===== src/rtl/hs_alu_pkg.sv =====
package hs_alu_pkg;

    typedef enum logic [1:0] {
        OPC_ADD   = 2'd0,
        OPC_MULLO = 2'd1,
        OPC_SHR   = 2'd2,
        OPC_SUB   = 2'd3
    } opc_e;

    typedef enum logic [1:0] {
        ST_IDLE = 2'd0,
        ST_EXEC = 2'd1,
        ST_HOLD = 2'd2
    } st_e;

    localparam int NUM_OPS = 4;

endpackage


===== src/rtl/hs_alu_lat.sv =====
module hs_alu_lat
    import hs_alu_pkg::*;
#(
    parameter int ADD_LAT = 1,
    parameter int MUL_LAT = 2,
    parameter int SHR_LAT = 1,
    parameter int CNT_W   = 2
) (
    input  opc_e             op,
    output logic [CNT_W-1:0] cycles,
    output logic             direct
);
    localparam int LAT_TAB [NUM_OPS] = '{ADD_LAT, MUL_LAT, SHR_LAT, 0};

    logic [CNT_W-1:0] tab [NUM_OPS];
    logic [NUM_OPS-1:0] zero;

    for (genvar i = 0; i < NUM_OPS; i++) begin : g_op
        if (LAT_TAB[i] == 0) begin : g_direct
            assign tab[i]  = '0;
            assign zero[i] = 1'b1;
        end else begin : g_timed
            assign tab[i]  = CNT_W'(LAT_TAB[i]);
            assign zero[i] = 1'b0;
        end
    end

    assign cycles = tab[op];
    assign direct = zero[op];

endmodule


===== src/rtl/hs_alu_dp.sv =====
module hs_alu_dp
    import hs_alu_pkg::*;
#(
    parameter int WIDTH = 16
) (
    input  logic [WIDTH-1:0] a,
    input  logic [WIDTH-1:0] b,
    input  opc_e             op,
    input  logic             inv_a,
    output logic [WIDTH-1:0] y
);
    localparam int SH_W = $clog2(WIDTH);

    logic [WIDTH-1:0] a_eff;
    logic [SH_W-1:0]  shamt;

    assign a_eff = inv_a ? ~a : a;
    assign shamt = b[SH_W-1:0];

    always_comb begin
        unique case (op)
            OPC_ADD:   y = a_eff + b;
            OPC_MULLO: y = a_eff * b;
            OPC_SHR:   y = a_eff >> shamt;
            OPC_SUB:   y = a_eff - b;
            default:   y = '0;
        endcase
    end

endmodule


===== src/rtl/hs_alu_ctrl.sv =====
module hs_alu_ctrl
    import hs_alu_pkg::*;
#(
    parameter int CNT_W = 2
) (
    input  logic             clk,
    input  logic             rst,
    input  logic             in_valid,
    input  logic             out_ready,
    input  logic             op_direct,
    input  logic [CNT_W-1:0] op_cycles,
    output logic             in_ready,
    output logic             out_valid,
    output logic             load_ops,
    output logic             load_res
);
    st_e              st, st_nxt;
    logic [CNT_W-1:0] cnt;

    // state register and countdown
    always_ff @(posedge clk) begin
        if (rst) begin
            st  <= ST_IDLE;
            cnt <= '0;
        end else begin
            st <= st_nxt;
            if (st == ST_IDLE && in_valid) begin
                cnt <= op_cycles;
            end else if (st == ST_EXEC) begin
                cnt <= cnt - 1'b1;
            end
        end
    end

    // next state
    always_comb begin
        st_nxt = st;
        unique case (st)
            ST_IDLE: if (in_valid) st_nxt = op_direct ? ST_HOLD : ST_EXEC;
            ST_EXEC: if (cnt == CNT_W'(1)) st_nxt = ST_HOLD;
            ST_HOLD: if (out_ready) st_nxt = ST_IDLE;
            default: st_nxt = ST_IDLE;
        endcase
    end

    // outputs
    always_comb begin
        in_ready  = 1'b0;
        out_valid = 1'b0;
        load_ops  = 1'b0;
        load_res  = 1'b0;
        unique case (st)
            ST_IDLE: begin
                in_ready = 1'b1;
                load_ops = in_valid;
                load_res = in_valid && op_direct;
            end
            ST_EXEC: load_res = (cnt == CNT_W'(1));
            ST_HOLD: out_valid = 1'b1;
            default: ;
        endcase
    end

    // after an acceptance the input side stays closed for at least one cycle
    p_accept_closes_r7: assert property (@(posedge clk) disable iff (rst)
        (in_valid && in_ready) |=> !in_ready);

    // one result per request; a taken result is not offered again
    p_single_result_r9: assert property (@(posedge clk) disable iff (rst)
        (out_valid && out_ready) |=> !out_valid);

endmodule


===== src/rtl/hs_alu.sv =====
module hs_alu
    import hs_alu_pkg::*;
#(
    parameter int WIDTH   = 16,
    parameter int ADD_LAT = 1,
    parameter int MUL_LAT = 2,
    parameter int SHR_LAT = 1
) (
    input  logic             clk,
    input  logic             rst,
    input  logic             in_valid,
    output logic             in_ready,
    input  logic [WIDTH-1:0] in_a,
    input  logic [WIDTH-1:0] in_b,
    input  logic [1:0]       in_op,
    input  logic             in_inv_a,
    output logic             out_valid,
    input  logic             out_ready,
    output logic [WIDTH-1:0] out_data
);
    localparam int MAX_AM  = (ADD_LAT > MUL_LAT) ? ADD_LAT : MUL_LAT;
    localparam int MAX_LAT = (MAX_AM > SHR_LAT) ? MAX_AM : SHR_LAT;
    localparam int CNT_W   = (MAX_LAT < 1) ? 1 : $clog2(MAX_LAT + 1);

    opc_e             op_live, op_q, op_sel;
    logic [WIDTH-1:0] a_q, b_q, a_sel, b_sel, y;
    logic             inv_q, inv_sel;
    logic [WIDTH-1:0] res_q;
    logic [CNT_W-1:0] op_cycles;
    logic             op_direct, load_ops, load_res;

    assign op_live = opc_e'(in_op);

    hs_alu_lat #(
        .ADD_LAT (ADD_LAT),
        .MUL_LAT (MUL_LAT),
        .SHR_LAT (SHR_LAT),
        .CNT_W   (CNT_W)
    ) u_lat (
        .op     (op_live),
        .cycles (op_cycles),
        .direct (op_direct)
    );

    hs_alu_ctrl #(.CNT_W(CNT_W)) u_ctrl (
        .clk       (clk),
        .rst       (rst),
        .in_valid  (in_valid),
        .out_ready (out_ready),
        .op_direct (op_direct),
        .op_cycles (op_cycles),
        .in_ready  (in_ready),
        .out_valid (out_valid),
        .load_ops  (load_ops),
        .load_res  (load_res)
    );

    // live inputs feed the datapath in the accepting cycle, captured ones later
    assign a_sel   = in_ready ? in_a     : a_q;
    assign b_sel   = in_ready ? in_b     : b_q;
    assign op_sel  = in_ready ? op_live  : op_q;
    assign inv_sel = in_ready ? in_inv_a : inv_q;

    hs_alu_dp #(.WIDTH(WIDTH)) u_dp (
        .a     (a_sel),
        .b     (b_sel),
        .op    (op_sel),
        .inv_a (inv_sel),
        .y     (y)
    );

    always_ff @(posedge clk) begin
        if (rst) begin
            a_q   <= '0;
            b_q   <= '0;
            op_q  <= OPC_ADD;
            inv_q <= 1'b0;
            res_q <= '0;
        end else begin
            if (load_ops) begin
                a_q   <= in_a;
                b_q   <= in_b;
                op_q  <= op_live;
                inv_q <= in_inv_a;
            end
            if (load_res) begin
                res_q <= y;
            end
        end
    end

    assign out_data = res_q;

    // input side is closed while a result waits
    p_closed_while_held_r7: assert property (@(posedge clk) disable iff (rst)
        out_valid |-> !in_ready);

    // held result stays put until taken
    p_hold_stable_r8: assert property (@(posedge clk) disable iff (rst)
        (out_valid && !out_ready) |=> (out_valid && $stable(out_data)));

    // subtraction is visible right after its accepting edge
    p_direct_sub_r4: assert property (@(posedge clk) disable iff (rst)
        (in_valid && in_ready && in_op == 2'd3) |=> out_valid);

    // a timed operation is not visible right after its accepting edge
    p_timed_delay_r6: assert property (@(posedge clk) disable iff (rst)
        (in_valid && in_ready && !op_direct) |=> !out_valid);

    // leaving reset, the unit is idle and empty
    p_reset_idle_r10: assert property (@(posedge clk) disable iff (rst)
        $fell(rst) |-> (in_ready && !out_valid));

endmodule


===== config.mk =====
export PLATFORM = sky130hd
export DESIGN_NAME = hs_alu
export DESIGN_NICKNAME = d
export VERILOG_FILES = /design/src/rtl/hs_alu_pkg.sv /design/src/rtl/hs_alu_lat.sv /design/src/rtl/hs_alu_dp.sv /design/src/rtl/hs_alu_ctrl.sv /design/src/rtl/hs_alu.sv
export SDC_FILE = /design/constraint.sdc
export NUM_CORES = 1
export LEC_CHECK = 0
export ABC_AREA = 1
export BUFFER_PORTS_ARGS = -buffer_cell sky130_fd_sc_hd__buf_2
export CAP_MARGIN = 20
export CORE_MARGIN = 4
export CORE_UTILIZATION = 40
export CTS_CLUSTER_SIZE = 20
export DETAILED_ROUTE_END_ITERATION = 7
export GPL_ROUTABILITY_DRIVEN = 0
export PLACE_DENSITY = 0.68
export SLEW_MARGIN = 5
export SYNTH_ARGS = -nofsm -noshare
export SYNTH_HDL_FRONTEND = slang
export SYNTH_SLANG_ARGS = --single-unit

===== constraint.sdc =====
create_clock -name clk -period 7.07 [get_ports clk]
set_clock_uncertainty 0.05 [all_clocks]
set_input_delay 0.707 -clock clk [delete_from_list [all_inputs] [get_ports clk]]
set_output_delay 0.707 -clock clk [all_outputs]
set_load 0.03 [all_outputs]

==> reports/metrics.cfg <==
[outcome]
status = complete, no violations

[cts]
cts-root-buf = clkbuf_16
h-tree-depth = 2
cts_buffers = 5
cts_max_path_buffers = 2
clk_latency_ns = 0.31
clock-sinks = 55
cts_tree = done
clk_pin_slew_ns = 0.08
hold_buffers = 0

[sta]
drv_slew = 0
rsz0062_at_grt = false
layout_setup_ws_ns = 0.467
worst_slew_pin_slew_ns = 1.06
post-route-period-util_pct = 93.4
relSlewSlack_pct = 29.3
max_freq_mhz = 151
hold_viol_final = 0
setup_viol_count_final = 0
tns_ns = 0
min_period_ns = 6.60

[die]
die_y_um = 156
row_count = 53
core_um2 = 21300
io_pins = 57
die-area_um2 = 24300
start_util_pct = 41.1
die_w_um = 156

[worst_setup_path]
path_common_cell = nand2_1
slowest_delay_ns = 0.50
critPathArrivalTime_ns = 6.75
reg2reg_from = u_ctrl.st[0]
rr_worst_depth = 32
crit_type = register to register
cp_top_family = adder cells
start_kind = register
critPathBufInv = 5
timing.rr.end = out_data[14]
r2r_setup_slack_ns = 0.47
cp_slowest_cell = fa_1
critPathCaptureType = register
critical_path_peak_fanout = 19
required_ns = 7.21

[synth]
ys.flop_type = dfxtp_1
synth.avg_cell_area_um2 = 6.60
synth_edf_count = 0
syn_inst = 1325
synth.distinct_cells = 54
synth-seq-cells = 55
syn_nets = 1515
netlist_area_um2 = 8750
synth_async_sr_flop_share_pct = 0
yosysWarnings = 0
ys_seq_area_share_pct = 12.6

[global_route]
gr-total-overflow = 0
grt_pass1_vias = 8198
grt_use_total_pct = 21.5
grt_pass1_wl_um = 42100
antenna_found_initial = 0
grt_start_max_net_pins = 38

[placement]
pre_cts_slack_ns = 0.244
portBuffers = 56
hpwlAfterDp_um = 21100

[cells_and_area]
drive_gt1_share_pct = 9.97
seqCellArea_um2 = 1100
n_antenna_cell = 0
fin_nets = 1553
multi_input_area_um2 = 6540
area_delta_synth_final_pct = 8.33
nFillCells = 2208

[job]
cap_violations = 0

[detailed_routing]
ant_nets = 0
via_per_inst = 5.28
drc = 0
wl_um = 26100
num_vias = 8659
wl_per_cell_um = 15.9
drt_iter0_markers = 848
drt-pass1-iter-count = 6

[min_path]
hold_depth = 2
hold_start = b_q[14]
hp-class = register to register
hold_end = b_q[14]

-- through the flow --
stage	std cells	hold WS (ns)	util [%]	cell area, um^2
after floorplan	1325	0.375	-	8750
after global placement	1630	0.390	43.5	9260
after detailed placement	1630	0.395	43.5	9260
after CTS	1638	0.405	44.3	9440
after global routing	1639	0.427	44.5	9470
final	1639	0.414	44.5	9470
-- routing by layer --
layer	global-route usage, %	share of wire [%]	wire length (um)	vias up
li1	-	-	-	4223
met1	29.9	43	11400	4008
met2	34.1	45	11700	367
met3	3.55	8.5	2220	61
met4	6.96	3.3	856	0
met5	0	0	0	-
-- worst register-to-register path, delay by kind of cell (launching register included) --
kind	cells	cell delay [ns]
xor+xnor	1	0.42
fa+ha+maj	7	2.72
compound gates	5	0.70
buf+inv	5	0.77
simple gates	14	1.43
flops	1	0.37
-- placed cells by master (no fill, tap or decap), types with 2 or more instances in the layout --
| cell | Yosys | layout |
|---|---|---|
| a211oi_1 | 10 | 10 |
| a21oi_1 | 84 | 84 |
| a31oi_1 | 7 | 7 |
| buf_2 | 7 | 56 |
| buf_4 | 5 | 16 |
| clkbuf_16 | 0 | 5 |
| clkinv_1 | 7 | 6 |
| dfxtp_1 | 55 | 53 |
| dfxtp_2 | 0 | 2 |
| fa_1 | 81 | 81 |
| ha_1 | 70 | 70 |
| inv_1 | 226 | 226 |
| inv_2 | 7 | 7 |
| nand2_1 | 346 | 346 |
| nand2_2 | 15 | 13 |
| nand2_4 | 2 | 4 |
| nand3_1 | 45 | 45 |
| nand3_2 | 3 | 3 |
| nand3b_1 | 7 | 7 |
| nor2_1 | 119 | 118 |
| nor2_2 | 2 | 4 |
| nor3_1 | 7 | 7 |
| o211ai_1 | 11 | 11 |
| o21a_1 | 2 | 2 |
| o21ai_0 | 96 | 96 |
| o21ai_1 | 5 | 5 |
| o21ai_2 | 10 | 10 |
| o21bai_1 | 4 | 4 |
| o221ai_1 | 2 | 2 |
| o22ai_1 | 2 | 2 |
| o31ai_1 | 2 | 2 |
| or2_1 | 4 | 4 |
| or2_2 | 3 | 3 |
| xnor2_1 | 9 | 9 |
| xor2_1 | 22 | 22 |
-- what timing repair did --
| item | in CTS | in global routing |
|---|---|---|
| resized for setup | 0 | 6 |
| endpoints found under the setup margin | 0 | 3 |
| setup buffers | 0 | 0 |
-- registers in the layout, indices dropped and copies added (netlist names) --
| name | count |
|---|---|
| a_q | 16 |
| b_q | 16 |
| out_data | 16 |
| op_q | 2 |
| u_ctrl.cnt | 2 |
| u_ctrl.st | 2 |
| inv_q | 1 |
-- kinds of logic after synthesis --
logic type | after synthesis | synth area share, %
fa+ha+maj | 151 | 28.6
flops | 55 | 12.6
compound gates | 246 | 16.2
simple gates | 559 | 26.5
xor+xnor | 32 | 3.29
buf+inv | 282 | 12.9
-- how the worst max path moves through the flow --
| stage | slack, ns | end | startpoint | cells after the start |
|---|---|---|---|---|
| after floorplan | 0.96 | out_data[13] | in_b[1] | 28 |
| after global placement | 0.37 | out_data[14] | in_inv_a | 31 |
| after detailed placement | 0.24 | out_data[14] | in_inv_a | 31 |
| after CTS | 0.26 | out_data[14] | u_ctrl.st[0] | 32 |
| after global routing | 0.02 | out_data[14] | u_ctrl.st[1] | 34 |
| final | 0.47 | out_data[14] | u_ctrl.st[0] | 32 |
-- Yosys cell counts (11+ instances only) --
cell | n | share of area [%]
inv_1 | 226 | 9.7
nor2_1 | 119 | 5.1
ha_1 | 70 | 10
nand2_1 | 346 | 15
nand3_1 | 45 | 2.6
o21ai_0 | 96 | 5.5
xor2_1 | 22 | 2.2
clkbuf_1 | 20 | 0.86
fa_1 | 81 | 19
a21oi_1 | 84 | 4.8
o211ai_1 | 11 | 0.94
nand2_2 | 15 | 1.1
dfxtp_1 | 55 | 13
-- area by class of cell --
cell class                      count  area share [%]
Tap cell                          275            3.63
Timing Repair Buffer               72            4.23
Clock inverter                      2           0.409
Sequential cell                    55            11.6
Clock buffer                        6            1.47
Multi-Input combinational cell    989            69.1
Inverter                          240            9.55
Power is left out: the tool's default activity adds up to more than one toggle a clock period on the data nets, which glitch-free logic cannot reach.
